**src/rtl/scan_tap_pkg.sv**
```systemverilog
package scan_tap_pkg;

  localparam int IR_W = 3;

  typedef enum logic [3:0] {
    ST_RESET, ST_IDLE,
    ST_SEL_DR, ST_CAP_DR, ST_SH_DR, ST_EX1_DR, ST_PS_DR, ST_EX2_DR, ST_UPD_DR,
    ST_SEL_IR, ST_CAP_IR, ST_SH_IR, ST_EX1_IR, ST_PS_IR, ST_EX2_IR, ST_UPD_IR
  } tapState_e;

  typedef enum logic [1:0] {SRC_BYP, SRC_ID, SRC_BSR} drSel_e;

  typedef struct packed {
    logic   captureDr;
    logic   shiftDr;
    logic   shiftIr;
    drSel_e drSel;
  } tapStrobe_t;

  localparam logic [IR_W-1:0] OP_DRIVE  = 3'b000;
  localparam logic [IR_W-1:0] OP_IDENT  = 3'b001;
  localparam logic [IR_W-1:0] OP_FLOAT  = 3'b010;
  localparam logic [IR_W-1:0] OP_SNAP   = 3'b100;
  localparam logic [IR_W-1:0] IR_CAPVAL = 3'b001;

  function automatic tapState_e nextState(input tapState_e cur, input logic m);
    tapState_e nxt;
    unique case (cur)
      ST_RESET:  nxt = m ? ST_RESET  : ST_IDLE;
      ST_IDLE:   nxt = m ? ST_SEL_DR : ST_IDLE;
      ST_SEL_DR: nxt = m ? ST_SEL_IR : ST_CAP_DR;
      ST_CAP_DR: nxt = m ? ST_EX1_DR : ST_SH_DR;
      ST_SH_DR:  nxt = m ? ST_EX1_DR : ST_SH_DR;
      ST_EX1_DR: nxt = m ? ST_UPD_DR : ST_PS_DR;
      ST_PS_DR:  nxt = m ? ST_EX2_DR : ST_PS_DR;
      ST_EX2_DR: nxt = m ? ST_UPD_DR : ST_SH_DR;
      ST_UPD_DR: nxt = m ? ST_SEL_DR : ST_IDLE;
      ST_SEL_IR: nxt = m ? ST_RESET  : ST_CAP_IR;
      ST_CAP_IR: nxt = m ? ST_EX1_IR : ST_SH_IR;
      ST_SH_IR:  nxt = m ? ST_EX1_IR : ST_SH_IR;
      ST_EX1_IR: nxt = m ? ST_UPD_IR : ST_PS_IR;
      ST_PS_IR:  nxt = m ? ST_EX2_IR : ST_PS_IR;
      ST_EX2_IR: nxt = m ? ST_UPD_IR : ST_SH_IR;
      ST_UPD_IR: nxt = m ? ST_SEL_DR : ST_IDLE;
      default:   nxt = ST_RESET;
    endcase
    return nxt;
  endfunction

endpackage

```
**src/rtl/scan_tap_ctrl.sv**
```systemverilog
module scan_tap_ctrl
  import scan_tap_pkg::*;
(
  input  logic       tck,
  input  logic       porN,
  input  logic       tms,
  input  logic       tdi,
  output tapState_e  state,
  output tapStrobe_t strobe,
  output logic       irLsb,
  output logic       hiZReq
);

  logic [IR_W-1:0] irShift;
  logic [IR_W-1:0] irActive;
  drSel_e          drSel;

  // state machine plus instruction shift and active registers
  always_ff @(posedge tck or negedge porN) begin
    if (!porN) begin
      state    <= ST_RESET;
      irShift  <= IR_CAPVAL;
      irActive <= OP_IDENT;
    end else begin
      state <= nextState(state, tms);
      if (state == ST_CAP_IR) begin
        irShift <= IR_CAPVAL;
      end else if (state == ST_SH_IR) begin
        irShift <= {tdi, irShift[IR_W-1:1]};
      end
      if (state == ST_RESET) begin
        irActive <= OP_IDENT;
      end else if (state == ST_UPD_IR) begin
        irActive <= irShift;
      end
    end
  end

  // instruction decode: unused codes fall back to bypass
  always_comb begin
    hiZReq = 1'b0;
    drSel  = SRC_BYP;
    case (irActive)
      OP_DRIVE: begin drSel = SRC_BSR; hiZReq = 1'b1; end
      OP_FLOAT: begin drSel = SRC_BSR; hiZReq = 1'b1; end
      OP_SNAP:  drSel = SRC_BSR;
      OP_IDENT: drSel = SRC_ID;
      default:  drSel = SRC_BYP;
    endcase
  end

  assign irLsb            = irShift[0];
  assign strobe.captureDr = (state == ST_CAP_DR);
  assign strobe.shiftDr   = (state == ST_SH_DR);
  assign strobe.shiftIr   = (state == ST_SH_IR);
  assign strobe.drSel     = drSel;

endmodule

```
**src/rtl/scan_tap_dpath.sv**
```systemverilog
module scan_tap_dpath
  import scan_tap_pkg::*;
#(
  parameter int               ID_W    = 32,
  parameter int               BSR_W   = 84,
  parameter logic [BSR_W-1:0] PH_MASK = '0
) (
  input  logic             tck,
  input  logic             porN,
  input  logic             tdi,
  input  tapStrobe_t       strobe,
  input  logic             irLsb,
  input  logic [BSR_W-1:0] pinSnap,
  input  logic [ID_W-1:0]  idValue,
  output logic             tdo,
  output logic             tdoEn
);

  localparam logic [ID_W-1:0] PRESENCE = ID_W'(1);

  logic             bypReg;
  logic [ID_W-1:0]  idReg;
  logic [BSR_W-1:0] bsrReg;
  logic [BSR_W-1:0] bsrSnap;
  logic             drLsb;

  assign bsrSnap = pinSnap & ~PH_MASK;

  always_ff @(posedge tck or negedge porN) begin
    if (!porN) begin
      bypReg <= 1'b0;
      idReg  <= '0;
      bsrReg <= '0;
    end else if (strobe.captureDr) begin
      case (strobe.drSel)
        SRC_ID:  idReg  <= idValue | PRESENCE;
        SRC_BSR: bsrReg <= bsrSnap;
        default: bypReg <= 1'b0;
      endcase
    end else if (strobe.shiftDr) begin
      case (strobe.drSel)
        SRC_ID:  idReg  <= {tdi, idReg[ID_W-1:1]};
        SRC_BSR: bsrReg <= {tdi, bsrReg[BSR_W-1:1]};
        default: bypReg <= tdi;
      endcase
    end
  end

  always_comb begin
    case (strobe.drSel)
      SRC_ID:  drLsb = idReg[0];
      SRC_BSR: drLsb = bsrReg[0];
      default: drLsb = bypReg;
    endcase
  end

  // serial output launched on the falling edge
  always_ff @(negedge tck or negedge porN) begin
    if (!porN) begin
      tdo   <= 1'b0;
      tdoEn <= 1'b0;
    end else begin
      tdoEn <= strobe.shiftDr | strobe.shiftIr;
      tdo   <= strobe.shiftIr ? irLsb : drLsb;
    end
  end

endmodule

```
**src/rtl/scan_tap_top.sv**
```systemverilog
module scan_tap_top
  import scan_tap_pkg::*;
#(
  parameter int               ID_W    = 32,
  parameter int               BSR_W   = 84,
  parameter logic [BSR_W-1:0] PH_MASK = {4'hF, 39'd0, 1'b1, 40'd0}
) (
  input  logic             tck,
  input  logic             porN,
  input  logic             tms,
  input  logic             tdi,
  input  logic [BSR_W-1:0] pinSnap,
  input  logic [ID_W-1:0]  idValue,
  output logic             tdo,
  output logic             tdoEn,
  output logic             outHiZReq
);

  tapState_e  ctlState;
  tapStrobe_t strobe;
  logic       irLsb;

  scan_tap_ctrl ctrl_i (
    .tck    (tck),
    .porN   (porN),
    .tms    (tms),
    .tdi    (tdi),
    .state  (ctlState),
    .strobe (strobe),
    .irLsb  (irLsb),
    .hiZReq (outHiZReq)
  );

  scan_tap_dpath #(
    .ID_W    (ID_W),
    .BSR_W   (BSR_W),
    .PH_MASK (PH_MASK)
  ) dpath_i (
    .tck     (tck),
    .porN    (porN),
    .tdi     (tdi),
    .strobe  (strobe),
    .irLsb   (irLsb),
    .pinSnap (pinSnap),
    .idValue (idValue),
    .tdo     (tdo),
    .tdoEn   (tdoEn)
  );

endmodule

```
**config.mk**
```make
export PLATFORM = sky130hd
export DESIGN_NAME = scan_tap_top
export DESIGN_NICKNAME = d
export VERILOG_FILES = /design/src/rtl/scan_tap_pkg.sv /design/src/rtl/scan_tap_ctrl.sv /design/src/rtl/scan_tap_dpath.sv /design/src/rtl/scan_tap_top.sv
export SDC_FILE = /design/constraint.sdc
export NUM_CORES = 1
export LEC_CHECK = 0
export BUFFER_PORTS_ARGS = -buffer_cell sky130_fd_sc_hd__buf_4
export CAP_MARGIN = 20
export CORE_ASPECT_RATIO = 1.2
export CORE_UTILIZATION = 56
export CTS_CLUSTER_DIAMETER = 30
export DETAILED_ROUTE_END_ITERATION = 7
export PLACE_DENSITY = 0.9
export SETUP_SLACK_MARGIN = 0.4
export SLEW_MARGIN = 20
export SYNTH_ARGS = -nofsm -noshare
export SYNTH_HDL_FRONTEND = slang
export SYNTH_SLANG_ARGS = --single-unit
export TNS_END_PERCENT = 5
```
**constraint.sdc**
```tcl
create_clock -name tck -period 2.7 [get_ports tck]
set_input_delay 0.675 -clock tck [delete_from_list [all_inputs] [get_ports tck]]
set_output_delay 0.675 -clock tck [all_outputs]
set_load 0.05 [all_outputs]
```
==> flow_metrics.py <==
metrics = {
    "status": {
        "run_status": "complete, but fails checks",
        "violations": "negative setup slack",
    },
    "global_routing": {
        "grt_first_pass_wirelength_mm": 20.4,
        "grt-ovfl-total": 0,
        "maximum_number_of_pins_on_one_net_before_global_route_repair": 94,
        "vias_in_the_first_global_route": 4304,
        "groute.usage.overall_pct": 21.3,
        "grt_antenna_before_repair": 0,
    },
    "detailed_routing": {
        "drt_wl_total_mm": 12.2,
        "dr.pass1.iters": 4,
        "detail_route.vias_per_cell": 5.32,
        "detail-route-antenna-nets": 0,
        "num_vias": 4029,
        "drt_iter0_markers": 122,
        "wire_per_inst_um": 16.1,
        "drt_drc": 0,
    },
    "synth": {
        "seq_area_frac_synth_pct": 48.4,
        "yosys_warnings": 0,
        "synthTopCellsByCount": "166 x mux2_2, 125 x dfrtp_1, 37 x mux2_4",
        "yosysMostFrequentCell": "mux2_2",
        "synth.area.top_cells": "dfrtp_1 47%, mux2_2 28%, mux2_4 8.3%, mux2_1 3.4%, buf_12 1.5%",
        "synth_edf_count": 0,
        "syn_inst": 466,
        "synth_nets": 588,
        "synth_top_area_share_pct": 46.9,
        "yosys.area.top_type": "dfrtp_1",
        "synth.avg_cell_area_um2": 14.3,
        "synth-seq-cells": 129,
        "ys_async_sr_fraction_pct": 100,
        "yosys.cell_types.count": 48,
        "ys_dominant_reg_cell": "dfrtp_1",
        "netlist_area_um2": 6670,
    },
    "power_and_ir_drop": {
        "comb_power_share_pct": 36.6,
        "cellLeakagePower_nw": 4.08,
        "switchingPower_w": 0.00218,
        "worst_ir_drop_vdd_uv": 573,
        "swShare_pct": 28.2,
        "internal_power_w": 0.00555,
        "seq_power_share_pct": 34.8,
        "power.total_w": 0.00773,
        "share_clk_of_total_power_pct": 28.6,
        "powerDensity_nw_per_um2": 932,
    },
    "timing": {
        "worst_slew_margin_rel_pct": 66.7,
        "final-hold-violation-count": 0,
        "rsz_0062_raised_after_global_routing": "true",
        "max_slew.worst_pin.slew_ns": 0.500,
        "final-setup-viol-count": 3,
        "final_critical_path_setup_slack_ns": -0.373,
        "timing.final.max_slew_violations": 0,
        "clock-skew-final_ns": 0.0208,
    },
    "die": {
        "die-area_um2": 12400,
        "die_h_um": 122,
        "rows": 43,
        "core_region_area_um2": 11600,
        "top_level_ports": 123,
        "horiz_die_dim_um": 102,
        "effective_utilization_at_floorplan_pct": 57.7,
    },
    "placement": {
        "gp_congestion": 0.808,
        "port-buffer-count": 116,
        "detailedPlacementHpwl_mm": 8.32,
    },
    "clock_tree": {
        "worst_skew_pair.late_latency_ns": 0.40,
        "cts_buffer_depth": 2,
        "cts_made_buffers": 17,
        "cts.root.buffer_cell": "clkbuf_16",
        "numClockSinks": 129,
        "holdBufCountCts": 0,
        "cts_tree": "built",
        "cts.clk_slew.worst_paths_ns": 0.05,
        "cts_htree_levels": 4,
    },
    "job": {
        "max_cap_violations": 0,
    },
    "min_path": {
        "holdCritPathClass": "primary input to asynchronous set/reset pin",
    },
    "finish": {
        "final_net_count": 709,
        "layout.filler_cells": 767,
        "n_antenna_cell": 0,
        "area_delta_synth_final_pct": 24.3,
        "layout.core_utilization_pct": 71.6,
        "drive_gt1_share_pct": 62.2,
    },
    "critical_path": {
        "timing.critical_path.fanout_max": 2,
        "worstPathCellList": "or3b_4 > ha_4 > a221o_1 > nand3_1 > o21ai_1",
        "worst_ep_arrival_time_ns": 1.95,
        "critPathBufInv": 0,
        "critPathMaxStageDelay_ns": 0.53,
        "setup.worst_path.class": "flip-flop to flip-flop",
        "timing.critical_path.max_delay_family": "flip-flops",
        "worstSetupStartpointType": "flip-flop",
        "critPathRequiredTime_ns": 1.57,
        "crit_slowest_cell": "dfstp_2",
        "category_of_the_worst_setup_path_capture_point": "flip-flop",
        "worstSetupStartpoint": "ctrl_i.irActive[0]",
        "r2r_start": "ctrl_i.irActive[0]",
    },
}
[sequential cells by signal (all words and copies together), names as in the netlist]
name / count
dpath_i.bsrReg: 84
dpath_i.idReg: 32
ctrl_i.state: 4
ctrl_i.irActive: 3
ctrl_i.irShift: 3
dpath_i.bypReg: 1
dpath_i.tdo: 1
dpath_i.tdoEn: 1
[worst reg2reg max path, stage by stage (launching register included)]
cell and delay (ns):
dfstp_2 0.53, or3b_4 0.39, ha_4 0.23, a221o_1 0.26, nand3_1 0.08, o21ai_1 0.06
[metal layers]
| layer | vias to the layer above | part of all wire [%] | wire, um | global-route usage, % |
|---|---|---|---|---|
| li1 | 1926 | - | - | - |
| met1 | 1999 | 43 | 5280 | 27.4 |
| met2 | 94 | 52 | 6300 | 35.2 |
| met3 | 10 | 4.3 | 529 | 5.28 |
| met4 | 0 | 0.85 | 104 | 6.61 |
| met5 | - | 0 | 0 | 0 |
[power groups by stage]
stage | sequential [W] | combinational [W] | clock (W)
global route | 0.00275 | 0.00307 | 0.00234
finish | 0.00269 | 0.00283 | 0.00221
detailed placement | 0.00272 | 0.00281 | 0
global placement | 0.00268 | 0.00266 | 0
CTS | 0.00270 | 0.00285 | 0.00225
floorplan | 0.00269 | 0.00213 | 0
[placed cells by master (no fill, tap or decap), types with 2 or more instances in the layout]
cell type and n:
mux2_2 166, buf_4 127, dfrtp_1 125, mux2_4 37, mux2_1 20, clkbuf_16 17, nand2_1 11, inv_1 8
nor2_1 7, clkbuf_1 6, a21oi_1 5, mux2i_1 5, buf_12 5, o21ai_0 4, o22ai_1 4, a211oi_1 3
nand2b_1 3, nand3_1 3, clkinv_2 3, clkbuf_8 3, buf_6 3, and3_1 2, a21boi_4 2, bufinv_16 2
dfstp_2 2, dfrtn_1 2
[worst paths after layout]
| check | to | depth (start not counted) | slack [ns] |
|---|---|---|---|
| max in group asynchronous | dpath_i.tdo | 1 | 1.07 |
| worst min-delay path | ctrl_i.state[2] | 1 | 0.14 |
| min in group tck | dpath_i.bsrReg[64] | 1 | 0.48 |
| worst max-delay path | dpath_i.tdo | 5 | -0.37 |
| worst max register to register | dpath_i.tdo | 5 | -0.37 |
| worst min register to register | dpath_i.bsrReg[64] | 1 | 0.48 |
[area by class of cell]
type	instances	area, um^2	area share (%)
well taps	157	196	2.37
clock buffers	26	489	5.90
clock inverters	6	82.6	0.996
repair buffers	135	1090	13.1
multi-input cells	296	3170	38.3
flip-flops and latches	129	3230	39.0
inverters	8	30.0	0.362
[stage by stage]
stage	area [um^2]	setup WS, ns	instances	setup TNS (ns)	hold WS, ns
floorplan	6680	-0.338	466	-0.338	0.379
global placement	7700	-0.320	725	-0.320	0.463
detailed placement	7700	-0.380	725	-0.380	0.475
CTS	8280	-0.385	757	-1.01	0.131
global route	8290	-0.444	757	-1.13	0.132
finish	8290	-0.373	757	-0.966	0.144
[cells by family after synthesis]
logic type | count (synthesis) | synth area share [%]
compound gates | 26 | 2.76
fa+ha+maj | 2 | 0.375
xor+xnor | 1 | 0.131
simple gates | 39 | 3.34
buf+inv | 41 | 4.47
flops | 129 | 48.4
mux | 228 | 40.5
[timing repair]
action                                  in CTS  in global routing
pin swaps                                    1                  1
endpoints found under the setup margin      16                 19
gates resized for setup                      4                  1
buffers inserted                             0                  0
endpoints found under the hold margin        0                  0
(Power assumes the default switching activity.)
